[src/rtl/flash_ctl_pkg.sv]
package flash_ctl_pkg;
  localparam int DATA_W    = 8;
  // bit positions in the control register
  localparam int C_READY   = 0;
  localparam int C_REWRITE = 1;
  localparam int C_LOCKOFF = 2;
  localparam int C_CRESET  = 3;
  localparam int C_AREA    = 5;
  // bit position in the power register
  localparam int P_PWROFF  = 3;
  // protected bit slots
  localparam int NPROT     = 3;
  localparam int S_REWRITE = 0;
  localparam int S_LOCKOFF = 1;
  localparam int S_PWROFF  = 2;

  typedef struct packed {
    logic wr_ctrl;
    logic wr_pwr;
    logic sel_ctrl;
    logic sel_pwr;
  } dec_t;
endpackage

[src/rtl/flash_ctl_decode.sv]
module flash_ctl_decode
  import flash_ctl_pkg::*;
#(
  parameter int ADDR_W = 8,
  parameter logic [ADDR_W-1:0] CTRL_ADDR = 'h10,
  parameter logic [ADDR_W-1:0] PWR_ADDR  = 'h11
) (
  input  logic              bus_wr,
  input  logic [ADDR_W-1:0] bus_addr,
  output dec_t              dec
);
  always_comb begin
    dec.sel_ctrl = (bus_addr == CTRL_ADDR);
    dec.sel_pwr  = (bus_addr == PWR_ADDR);
    dec.wr_ctrl  = bus_wr && dec.sel_ctrl;
    dec.wr_pwr   = bus_wr && dec.sel_pwr;
  end
endmodule

[src/rtl/flash_ctl_unlock_bit.sv]
module flash_ctl_unlock_bit (
  input  logic clk,
  input  logic rst_n,
  input  logic clr,
  input  logic wr_hit,
  input  logic wr_val,
  input  logic allow,
  output logic q
);
  logic armed;

  always_ff @(posedge clk) begin
    if (!rst_n) begin
      q     <= 1'b0;
      armed <= 1'b0;
    end else if (clr) begin
      q     <= 1'b0;
      armed <= 1'b0;
    end else if (wr_hit) begin
      if (!wr_val) begin
        q     <= 1'b0;
        armed <= 1'b1;
      end else begin
        if (armed && allow) q <= 1'b1;
        armed <= 1'b0;
      end
    end
  end
endmodule

[src/rtl/flash_ctl_power.sv]
module flash_ctl_power (
  input  logic pwroff_bit,
  input  logic cpu_sleep,
  output logic power_cut,
  output logic access_ok
);
  always_comb begin
    power_cut = pwroff_bit | cpu_sleep;
    access_ok = ~power_cut;
  end
endmodule

[src/rtl/flash_ctl_regs.sv]
module flash_ctl_regs
  import flash_ctl_pkg::*;
#(
  parameter int ADDR_W = 8,
  parameter logic [ADDR_W-1:0] CTRL_ADDR = 'h10,
  parameter logic [ADDR_W-1:0] PWR_ADDR  = 'h11
) (
  input  logic              clk,
  input  logic              rst_n,
  input  logic              bus_wr,
  input  logic [ADDR_W-1:0] bus_addr,
  input  logic [7:0]        bus_wdata,
  output logic [7:0]        bus_rdata,
  input  logic              flash_ready_i,
  input  logic              boot_mode_i,
  input  logic              cpu_sleep_i,
  output logic              rewrite_mode_o,
  output logic              lock_off_o,
  output logic              ctl_reset_o,
  output logic              user_area_o,
  output logic              flash_power_cut_o,
  output logic              flash_access_ok_o
);
  dec_t dec;
  logic [NPROT-1:0] p_hit, p_val, p_allow, p_clr, p_q;
  logic creset_q, area_q;
  logic rw_drop;

  flash_ctl_decode #(.ADDR_W(ADDR_W), .CTRL_ADDR(CTRL_ADDR), .PWR_ADDR(PWR_ADDR))
    u_dec (.bus_wr(bus_wr), .bus_addr(bus_addr), .dec(dec));

  // a write clearing rewrite mode, or rewrite mode off, drops dependent bits
  assign rw_drop = !p_q[S_REWRITE] || (dec.wr_ctrl && !bus_wdata[C_REWRITE]);

  always_comb begin
    p_hit[S_REWRITE]   = dec.wr_ctrl;
    p_val[S_REWRITE]   = bus_wdata[C_REWRITE];
    p_allow[S_REWRITE] = 1'b1;
    p_clr[S_REWRITE]   = 1'b0;
    p_hit[S_LOCKOFF]   = dec.wr_ctrl;
    p_val[S_LOCKOFF]   = bus_wdata[C_LOCKOFF];
    p_allow[S_LOCKOFF] = p_q[S_REWRITE];
    p_clr[S_LOCKOFF]   = rw_drop;
    p_hit[S_PWROFF]    = dec.wr_pwr;
    p_val[S_PWROFF]    = bus_wdata[P_PWROFF];
    p_allow[S_PWROFF]  = 1'b1;
    p_clr[S_PWROFF]    = 1'b0;
  end

  for (genvar g = 0; g < NPROT; g++) begin : g_prot
    flash_ctl_unlock_bit u_bit (
      .clk(clk), .rst_n(rst_n), .clr(p_clr[g]), .wr_hit(p_hit[g]),
      .wr_val(p_val[g]), .allow(p_allow[g]), .q(p_q[g]));
  end

  always_ff @(posedge clk) begin
    if (!rst_n) begin
      creset_q <= 1'b0;
      area_q   <= 1'b0;
    end else begin
      if (rw_drop)          creset_q <= 1'b0;
      else if (dec.wr_ctrl) creset_q <= bus_wdata[C_CRESET];
      if (dec.wr_ctrl)      area_q   <= bus_wdata[C_AREA];
    end
  end

  flash_ctl_power u_pwr (
    .pwroff_bit(p_q[S_PWROFF]), .cpu_sleep(cpu_sleep_i),
    .power_cut(flash_power_cut_o), .access_ok(flash_access_ok_o));

  always_comb begin
    bus_rdata = '0;
    if (dec.sel_ctrl) begin
      bus_rdata[C_READY]   = flash_ready_i;
      bus_rdata[C_REWRITE] = p_q[S_REWRITE];
      bus_rdata[C_LOCKOFF] = p_q[S_LOCKOFF];
      bus_rdata[C_CRESET]  = creset_q;
      bus_rdata[C_AREA]    = area_q;
    end else if (dec.sel_pwr) begin
      bus_rdata[P_PWROFF]  = p_q[S_PWROFF];
    end
  end

  assign rewrite_mode_o = p_q[S_REWRITE];
  assign lock_off_o     = p_q[S_LOCKOFF];
  assign ctl_reset_o    = creset_q;
  assign user_area_o    = !boot_mode_i || area_q;
endmodule

[config.mk]
export PLATFORM = sky130hd
export DESIGN_NAME = flash_ctl_regs
export DESIGN_NICKNAME = d
export VERILOG_FILES = /design/src/rtl/flash_ctl_pkg.sv /design/src/rtl/flash_ctl_decode.sv /design/src/rtl/flash_ctl_unlock_bit.sv /design/src/rtl/flash_ctl_power.sv /design/src/rtl/flash_ctl_regs.sv
export SDC_FILE = /design/constraint.sdc
export NUM_CORES = 1
export LEC_CHECK = 0
export ABC_CLOCK_PERIOD_IN_PS = 1230
export BUFFER_PORTS_ARGS = -buffer_cell sky130_fd_sc_hd__clkbuf_2
export CAP_MARGIN = 20
export CORE_UTILIZATION = 39
export CTS_CLUSTER_DIAMETER = 120
export DETAILED_ROUTE_END_ITERATION = 8
export GPL_TIMING_DRIVEN = 0
export PLACE_DENSITY = 0.76
export SYNTH_ARGS = -nofsm -noshare
export SYNTH_HDL_FRONTEND = slang
export SYNTH_SLANG_ARGS = --single-unit
[constraint.sdc]
create_clock -name clk -period 1.23 [get_ports clk]
set_input_delay 0 -clock clk [delete_from_list [all_inputs] [get_ports clk]]
set_output_delay 0 -clock clk [all_outputs]
set_load 0.01 [all_outputs]
# == Word level (Yosys, flattened, before mapping) ==
# Index checks and enable logic that the tools add are counted.
# op_classes
bitwise,3
muxes,13
n_eq_ne,5
n_reduce_logical,13
# ops
operator,count
"== test 8 x 5 -> 1 bit, second input constant",2
two-way mux 1 bit,12
"!= test 2 x 1 -> 1 bit, second input constant",3
AND reduction 2 bit,3
logical AND 1 bit,4
zero test 1 bit,3
two-way mux 3 bit,1
logical OR 1 bit,2
NOT 1 bit,2
OR reduction 2 bit,1
OR 1 bit,1
# totals
reg_bits,8
elab_cells,42
inputBits,22
output_inout_bits,14

# == Depth between registers and ports, before layout ==
# Gate-level depths: netlist of the first run.
# depth
word_depth,5
depth_mapped,4
depth_no_buf,3

# == Modules after synthesis ==
# Synthesis of the first run repeated with hierarchy kept, for this count alone.
# hier_totals
cells_unflattened,57
area_unflattened_um2,488.0
# modules_own_cells
mod,instances,cells_each,area_each_um2
flash_ctl_unlock_bit,3,8,82.6
flash_ctl_regs,1,23,158.9
flash_ctl_decode,1,8,71.3
flash_ctl_power,1,2,10.0

# == Worst setup path before layout of the first run ==
# No wires, ideal clock.
# synth_path
path_kind,in2out
from,input port bus_addr[5]
to,output port bus_rdata[0]
cell_stages,3
required_time_ps,1230
t_arrival_ps,941
n_path_buf,0
slack_ps,289
path_cell_list,nor4b_4 nand2_1 nor3b_1
# synth_between
elab_chain_cells,2
# synth_rtl
element,line,source
start: declaration,flash_ctl_regs.sv:11,"input logic [ADDR_W-1:0] bus_addr,"
== test 8 x 5 -> 1 bit,flash_ctl_decode.sv:13,dec.sel_ctrl = (bus_addr == CTRL_ADDR);
two-way mux 3 bit,flash_ctl_regs.sv:73,if (dec.sel_ctrl) begin
end: declaration,flash_ctl_regs.sv:13,"output logic [7:0] bus_rdata,"
# No other way between the ends.

# == Worst setup path in the final report of the first run ==
# layout_path
from,register g_prot[0].u_bit.q
to,output port bus_rdata[1]
# layout_between
elab_chain_cells,1
# layout_rtl
element,line,source
start: declaration,flash_ctl_unlock_bit.sv:8,output logic q
start signal: assignment,flash_ctl_unlock_bit.sv:14,q <= 1'b0;
start signal: assignment,flash_ctl_unlock_bit.sv:17,q <= 1'b0;
start signal: assignment,flash_ctl_unlock_bit.sv:21,q <= 1'b0;
two-way mux 3 bit,flash_ctl_regs.sv:73,
# No other way between the ends.

==> results of run 1 <==
[through the flow]
stage          utilization (%)  hold WS (ns)  std cells
3_5_place_dp              57.8         0.242         97
6_report                  61.2        0.0218        102
4_1_cts                   61.2        0.0211        102
2_1_floorplan                -        0.0744         56
3_3_place_gp              57.8         0.231         97
5_1_grt                   61.2        0.0384        102
[report_power, final]
part	internal [mW]	total [mW]	switching, mW
logic	0.0449	0.0952	0.0503
clock network	0.111	0.194	0.0832
registers	0.260	0.260	0.0000661
total	0.416	0.549	0.134
[timing repair]
item | 4_1_cts | 5_1_grt
setup endpoints to repair | 1 | 0
endpoints found under the hold margin | 1 | 0
buffers inserted | 1 | 0
hold buffers | 1 | 0
[registers in the layout (all words and copies together) (netlist names)]
| name | flops |
|---|---|
| area_q | 1 |
| ctl_reset_o | 1 |
| g_prot.u_bit.armed | 3 |
| g_prot.u_bit.q | 3 |
[area by class of cell]
cell class | count | area (um^2) | area share, %
plain buffers | 5 | 31.3 | 4.36
clock buffers | 3 | 22.5 | 3.14
inverters | 1 | 3.75 | 0.524
multi-input cells | 42 | 329 | 45.9
flip-flops and latches | 8 | 160 | 22.3
well taps | 14 | 17.5 | 2.44
repair buffers | 29 | 153 | 21.3
[logic make-up (layout without fill, tap and decap cells)]
family                 count (synthesis)  after routing  synth area share (%)
AOI/OAI and AO/OA                      5              5                  10.2
and+or+nand+nor                       28             28                  39.7
buffers and inverters                  6             38                  6.78
DFF                                    8              8                  31.0
other                                  1              3                 0.726
muxes                                  6              6                  11.6
[worst min-delay path, delay by kind of cell]
family | cells | cell delay, ns
buf+inv | 1 | 0.10
simple gates | 1 | 0.06
mux | 1 | 0.06
[Yosys cell counts]
cell,n,area share (%)
buf_2,1,0.97
clkbuf_1,1,0.73
a41o_2,2,4.4
dfxtp_1,8,31
nand4b_1,1,1.7
o311a_1,1,1.9
inv_1,1,0.73
nand2_1,7,5.1
buf_4,3,4.4
a41o_1,1,1.9
mux2i_1,6,12
and4_1,1,1.7
or2_2,1,1.2
nor3_1,1,0.97
nand3_1,3,2.9
nand3_2,1,1.9
nor2_1,1,0.73
nor4b_2,1,2.9
nor4_4,1,4.1
nand2b_1,3,3.6
conb_1,1,0.73
o211a_1,1,1.9
nor4b_4,1,4.6
nor3b_1,4,5.8
nand4_1,2,2.4
[per-layer routing]
metal	up-vias	GRT usage, %	routed length, um
met2	20	33.1	614
met1	245	21.9	537
met5	-	0	0
met3	2	1.74	64
li1	268	-	-
met4	0	7.76	15
[worst max-delay path by stage]
| stage | to | slack (ns) | depth (start not counted) |
|---|---|---|---|
| floorplan | bus_rdata[0] | 0.29 | 3 |
| global route | bus_rdata[1] | 0.06 | 2 |
| global placement | bus_rdata[1] | 0.006 | 5 |
| detailed placement | bus_rdata[1] | -0.01 | 5 |
| CTS | bus_rdata[1] | 0.11 | 2 |
| finish | bus_rdata[1] | 0.12 | 2 |
==> flow_metrics.tcl, run 1 <==
set metrics [dict create \
    dp.final_hpwl_um 1010 \
    post_route_cells_drive_above_1_share_pct 47.7 \
    power_per_cell_area_nw_per_um2 766 \
    cts_resized 0 \
    place_congestion 0.770 \
    syn_to_final_growth_pct 38.7 \
    start_util_pct 44.1 \
    fp.dieH_um 38.4 \
    hold_path_class "in -> reg" \
    cts_tree "done" \
    syn_area_um2 517 \
    synth_seq_area_share_pct 31.0 \
    grt_pass1_vias 463 \
    worstSetupPathType "reg -> out" \
    syn_area_per_cell_um2 9.57 \
    ys_ff_latch 8 \
    grt_pass1_wl_um 1900 \
    drt_first_pass_iters 4 \
    fill_cells 117 \
    gr-usage-all-layers_pct 18.4 \
    finalHoldViolCount 0 \
    clk_path_buf_depth 2 \
    critPathLaunchType "flip-flop" \
    r2r-end "g_prot[0].u_bit.q" \
    period_minus_slack_ns 1.11 \
    clk_latency_ns 0.25 \
    skew_ns 0.00471 \
    cts_htree_levels 1 \
    max_freq_ghz 0.900 \
    post-route-period-util_pct 90.3 \
    synth_cells 54 \
    post_drt_wl_per_cell_um 12.1 \
    viasPerCell 5.25 \
    place_area_um2 677 \
    cts_buffers 3 \
    fin_ws_ns 0.119 \
    min_from "bus_wdata[3]" \
    crit_buf_inv 1 \
    endpoint_kind "primary output" \
    cts-root-buf "clkbuf_4" \
    crit_start "g_prot[0].u_bit.q" \
    pre_cts_slack_ns -0.0104 \
    cap_violations 0 \
    core_um2 1170 \
    holdPathEnd "ctl_reset_o" \
    ant_nets 0 \
    regToRegSetupSlack_ns 0.36 \
    whs_path_depth 3 \
    final-max-slew-violation-count 0 \
    drcViolationCount 0 \
    design_area_um2 717 \
    antenna_found_initial 0 \
    crit_path_top_delay_cell "dfxtp_1" \
    grt_max_degree 11 \
    ir_drop_mv 0.599 \
    via_count 535 \
    setup_violations 0 \
    chipWidth_um 38.4 \
    crit_path_cell_trace "nor3b_1 -> clkbuf_2" \
    wl_um 1230 \
    total_power_mw 0.549 \
    fp-row-count 12 \
    grt.overflow.total 0 \
    cts_num_sinks 8 \
    rr_worst_depth 2 \
    worstPathRequired_ns 1.23 \
    crit_family "flip-flops" \
    tns_ns 0 \
    rr_startpoint "g_prot[0].u_bit.q" \
    synth_warnings 0 \
    synth.distinct_cells 25 \
    fin_nets 112 \
    diodes 0 \
    rsz0062_at_grt "no" \
    layout_commonest_cell "clkbuf_2" \
    cts.clk_slew.worst_paths_ns 0.05 \
    p_leak_nw 0.375 \
    cpPeakStageDelay_ns 0.48 \
    cp_data_arrival_time_ns 1.11 \
    io_buffer_count 27 \
    drt_iter0_drc 6 \
    cp_max_fo 8 \
    ios 36 \
    final_cell_mix "clkbuf_2 (27), dfxtp_1 (8), nand2_1 (7)" \
    status "finished, final reports clean" \
    dieArea_um2 1470 \
]
No activity file was read; power rests on OpenSTA's default activity.
==> inputs of run 2 (changes only) <==
CORE_UTILIZATION = 30   (was 39)
PLACE_DENSITY = 0.61   (was 0.76)
==> run 2 against run 1 <==
Effect of this change: the run now ends with design-rule violations left; setup slack better by 0.022 ns; global-route usage is 4.6 points lower; via count is 0.56% lower; register-to-register slack hardly changed; count of clock-buffer cells in the layout stayed put; critical path depth stayed put; final area is 1.4% higher; cell count is 2.9% higher; sequential share of layout area is 0.31 points lower; core utilization is 15 points lower; combinational power is 0.7% lower; worst hold slack better by 0.00060 ns; largest power group unchanged; highest routed layer unchanged.
==> flow_metrics.tcl, run 2 (synthesis gave the netlist of run 1 again) <==
set metrics [dict create \
    hold_path_class "in -> reg" \
    crit_buf_inv 1 \
    clk_latency_ns 0.25 \
    ant_nets 0 \
    cts_htree_levels 1 \
    drt_first_pass_iters 7 \
    via_count 532 \
    tns_ns 0 \
    finalHoldViolCount 0 \
    drcViolationCount 10 \
    cts_buffers 3 \
    fin_util_pct 46.6 \
    setup_violations 0 \
    cts_tree "done" \
    syn_to_final_growth_pct 40.7 \
    grt_max_degree 11 \
    grt.overflow.total 0 \
    final_cell_mix "clkbuf_2 (27), dfxtp_1 (8), nand2_1 (7)" \
    clk_path_buf_depth 2 \
    start_util_pct 33.1 \
    fp.dieH_um 43.5 \
    drt_iter0_drc 18 \
    grt_pass1_wl_um 1900 \
    antenna_found_initial 0 \
    cap_violations 0 \
    p_leak_nw 0.380 \
    grt_pass1_vias 480 \
    max_freq_ghz 0.918 \
    cp_max_fo 8 \
    cp-endpoint "bus_rdata[1]" \
    dieArea_um2 1890 \
    whs_path_depth 2 \
    post_drt_wl_per_cell_um 11.0 \
    period_minus_slack_ns 1.09 \
    rsz0062_at_grt "no" \
    path_depth 2 \
    crit_family "flip-flops" \
    skew_ns 0.000503 \
    place_congestion 0.692 \
    status "complete, but fails checks" \
    final-max-slew-violation-count 0 \
    layout_commonest_cell "clkbuf_2" \
    endpoint_kind "primary output" \
    post_route_cells_drive_above_1_share_pct 48.3 \
    cpPeakStageDelay_ns 0.46 \
    power_per_cell_area_nw_per_um2 763 \
    cts-root-buf "clkbuf_4" \
    cts_num_sinks 8 \
    ios 36 \
    dp.final_hpwl_um 882 \
    worstSetupPathType "reg -> out" \
    diodes 0 \
    gr-usage-all-layers_pct 13.8 \
    r2r-end "g_prot[0].u_bit.q" \
    cts.clk_slew.worst_paths_ns 0.05 \
    post-route-period-util_pct 88.6 \
    crit_start "g_prot[0].u_bit.q" \
    fill_cells 154 \
    failed_checks "design-rule violations" \
    multi_input_area_um2 329 \
    fin_nets 113 \
    chipWidth_um 43.5 \
    cp_data_arrival_time_ns 1.09 \
    ir_drop_mv 0.309 \
    viasPerCell 5.07 \
    top_regs "g_prot.u_bit.armed (3), g_prot.u_bit.q (3)" \
    core_um2 1560 \
    fp-row-count 14 \
    wl_um 1160 \
    regArea_um2 160 \
    crit_path_top_delay_cell "dfxtp_1" \
    rr_startpoint "g_prot[0].u_bit.q" \
    rr_worst_depth 2 \
    critPathLaunchType "flip-flop" \
    regToRegSetupSlack_ns 0.36 \
    worstPathRequired_ns 1.23 \
    io_buffer_count 27 \
    crit_path_cell_trace "nor3b_1 -> clkbuf_2" \
]
run 2: worst min path at each step:
stage,startpoint,to
2_1_floorplan,boot_mode_i,user_area_o
3_3_place_gp,bus_wdata[5],area_q
3_5_place_dp,bus_wdata[5],area_q
4_1_cts,bus_wdata[3],g_prot[2].u_bit.q
5_1_grt,bus_wdata[3],g_prot[2].u_bit.q
6_report,bus_wdata[3],g_prot[2].u_bit.q
run 2: per-stage QoR:
stage          setup slack [ns]  cell area, um^2  std cells  hold slack (ns)  power, mW
5_1_grt                  0.0956              727        105           0.0355      0.584
3_5_place_dp             0.0258              679         99            0.231      0.355
4_1_cts                  0.0316              712        103           0.0223      0.556
2_1_floorplan             0.289              524         56           0.0744      0.307
6_report                  0.140              727        105           0.0224      0.555
3_3_place_gp             0.0367              679         99            0.224      0.354
run 2: cell type report:
cell class | instances | area share [%]
repair buffers | 30 | 22.0
flip-flops and latches | 8 | 22.0
multi-input cells | 42 | 45.3
clock buffers | 3 | 3.10
plain buffers | 5 | 4.30
inverters | 1 | 0.516
well taps | 16 | 2.75
run 2: timing repair:
item / in CTS / in global routing
hold buffers: 1 / 0
resized for setup: 0 / 0
setup buffers: 0 / 2
setup endpoints to repair: 0 / 4
hold endpoints to repair: 1 / 0
run 2: power breakdown:
group          switching, mW  internal [mW]
clock network         0.0890          0.112
logic                 0.0487         0.0458
registers          0.0000709          0.260
total                  0.138          0.417
run 2: layer usage:
metal,vias up,global-route usage [%],share of wire [%]
met5,-,0,0
met4,0,11.3,3.5
met3,5,1.67,8.4
met2,29,24.2,46
met1,231,14.8,42
li1,267,-,-
==> inputs of run 3 (changes only) <==
SETUP_SLACK_MARGIN = 0.2   (was not set)
==> run 3 against run 2 <==
Effect of this change: the run still ends with design-rule violations left; critical path type unchanged; largest cell class unchanged; setup slack better by 0.11 ns; total power is 0.44% lower; first-iteration DRC count is 11% lower; sequential share of layout area is 0.69 points higher.
==> flow_metrics.tcl, run 3 (synthesis gave the netlist of run 1 again) <==
set metrics [dict create \
    critPathLaunchType "flip-flop" \
    tns_ns 0 \
    drt_iter0_drc 16 \
    via_count 526 \
    final_cell_mix "clkbuf_2 (27), nand2_1 (7), mux2i_1 (6), dfxtp_1 (6)" \
    failed_checks "design-rule violations" \
    cpPeakStageDelay_ns 0.38 \
    cts.clk_slew.worst_paths_ns 0.05 \
    ant_nets 0 \
    post-route-period-util_pct 79.6 \
    crit_path_cell_trace "nor3b_1 -> clkbuf_2" \
    place_congestion 0.692 \
    status "complete, but fails checks" \
    drt_first_pass_iters 6 \
    wl_um 1160 \
    diodes 0 \
    fill_cells 155 \
    total_power_mw 0.552 \
    cts_buffers 3 \
    power_per_cell_area_nw_per_um2 760 \
    cts_tree "done" \
    drcViolationCount 10 \
    antenna_found_initial 0 \
    path_depth 2 \
    cap_violations 0 \
    cp-endpoint "bus_rdata[1]" \
    crit_start "g_prot[0].u_bit.q" \
    hold_slack_ns 0.0237 \
    crit_path_top_delay_cell "dfxtp_4" \
    p_leak_nw 0.377 \
    ios 36 \
    viasPerCell 5.06 \
    cts_num_sinks 8 \
    clk_latency_ns 0.26 \
    grt_pass1_vias 486 \
    numPlacedInstances 99 \
    io_buffer_count 27 \
    crit_buf_inv 1 \
    period_minus_slack_ns 0.979 \
    skew_ns 0.00223 \
    ir_drop_mv 0.302 \
    setup_violations 0 \
    rr_startpoint "g_prot[0].u_bit.q" \
    max_freq_ghz 1.02 \
    instances_no_fill 104 \
    fp-row-count 14 \
    rr_worst_depth 2 \
    endpoint_kind "primary output" \
    post_drt_wl_per_cell_um 11.1 \
    syn_to_final_growth_pct 40.7 \
    regToRegSetupSlack_ns 0.40 \
    dieArea_um2 1890 \
    crit_family "flip-flops" \
    cts_htree_levels 1 \
    fin_nets 112 \
    final-max-slew-violation-count 0 \
    hold_path_class "in -> reg" \
    cts-root-buf "clkbuf_4" \
    worstPathRequired_ns 1.23 \
    start_util_pct 33.1 \
    grt.overflow.total 0 \
    cp_max_fo 8 \
    regArea_um2 165 \
    gr-usage-all-layers_pct 14.0 \
    fp.dieH_um 43.5 \
    grt_max_degree 11 \
    fin_util_pct 46.6 \
    rsz0062_at_grt "no" \
    post_route_cells_drive_above_1_share_pct 50.0 \
    dp.final_hpwl_um 882 \
    r2r-end "g_prot[0].u_bit.q" \
    top_regs "g_prot.u_bit.armed (3), g_prot.u_bit.q (3)" \
    cp_data_arrival_time_ns 0.98 \
    finalHoldViolCount 0 \
    layout_commonest_cell "clkbuf_2" \
    chipWidth_um 43.5 \
    multi_input_area_um2 332 \
    core_um2 1560 \
    clk_path_buf_depth 2 \
    worstSetupPathType "reg -> out" \
    grt_pass1_wl_um 1930 \
]
run 3: cell type report:
class	instances	area share [%]
buffer	5	4.30
inverter	1	0.516
tap	16	2.75
multi-input combinational	42	45.6
clock buffer	3	3.10
sequential	8	22.7
timing repair buffer	29	21.0
run 3: routing by layer:
metal	routed length [um]	global-route usage [%]	vias to the layer above
met4	23	11.3	0
met3	98	1.67	3
met2	544	24.8	29
li1	-	-	265
met5	0	0	-
met1	491	14.8	229
run 3: worst reg2reg max path, cell delays in order (launching register included):
cell	delay, ns
dfxtp_4	0.37
a41o_2	0.23
o311a_1	0.12
run 3: report_power, final:
part	leakage, nW	total, mW	switching, mW	internal (mW)
registers	0.0657	0.257	0.0000721	0.257
clock network	0.0138	0.200	0.0887	0.112
logic	0.297	0.0946	0.0487	0.0459
run 3: through the flow:
| step | setup WS [ns] | area [um^2] |
|---|---|---|
| floorplan | 0.289 | 524 |
| global placement | 0.0367 | 679 |
| detailed placement | 0.0258 | 679 |
| CTS | 0.229 | 724 |
| global route | 0.211 | 727 |
| finish | 0.251 | 727 |
run 3: repair_timing:
action                     in CTS  in global routing
gates cloned                    0                  0
setup endpoints to repair       6                  1
hold buffers                    1                  0
hold endpoints to repair        1                  0
gates resized for setup         3                  1
pin swaps                       1                  0
buffers inserted                1                  0
run 3: worst min path at each step:
| stage | startpoint | end | cells past startpoint |
|---|---|---|---|
| 4_1_cts | bus_wdata[3] | g_prot[2].u_bit.q | 2 |
| 6_report | bus_wdata[3] | ctl_reset_o | 3 |
| 2_1_floorplan | boot_mode_i | user_area_o | 1 |
| 5_1_grt | bus_wdata[3] | g_prot[2].u_bit.q | 2 |
| 3_5_place_dp | bus_wdata[5] | area_q | 3 |
| 3_3_place_gp | bus_wdata[5] | area_q | 3 |
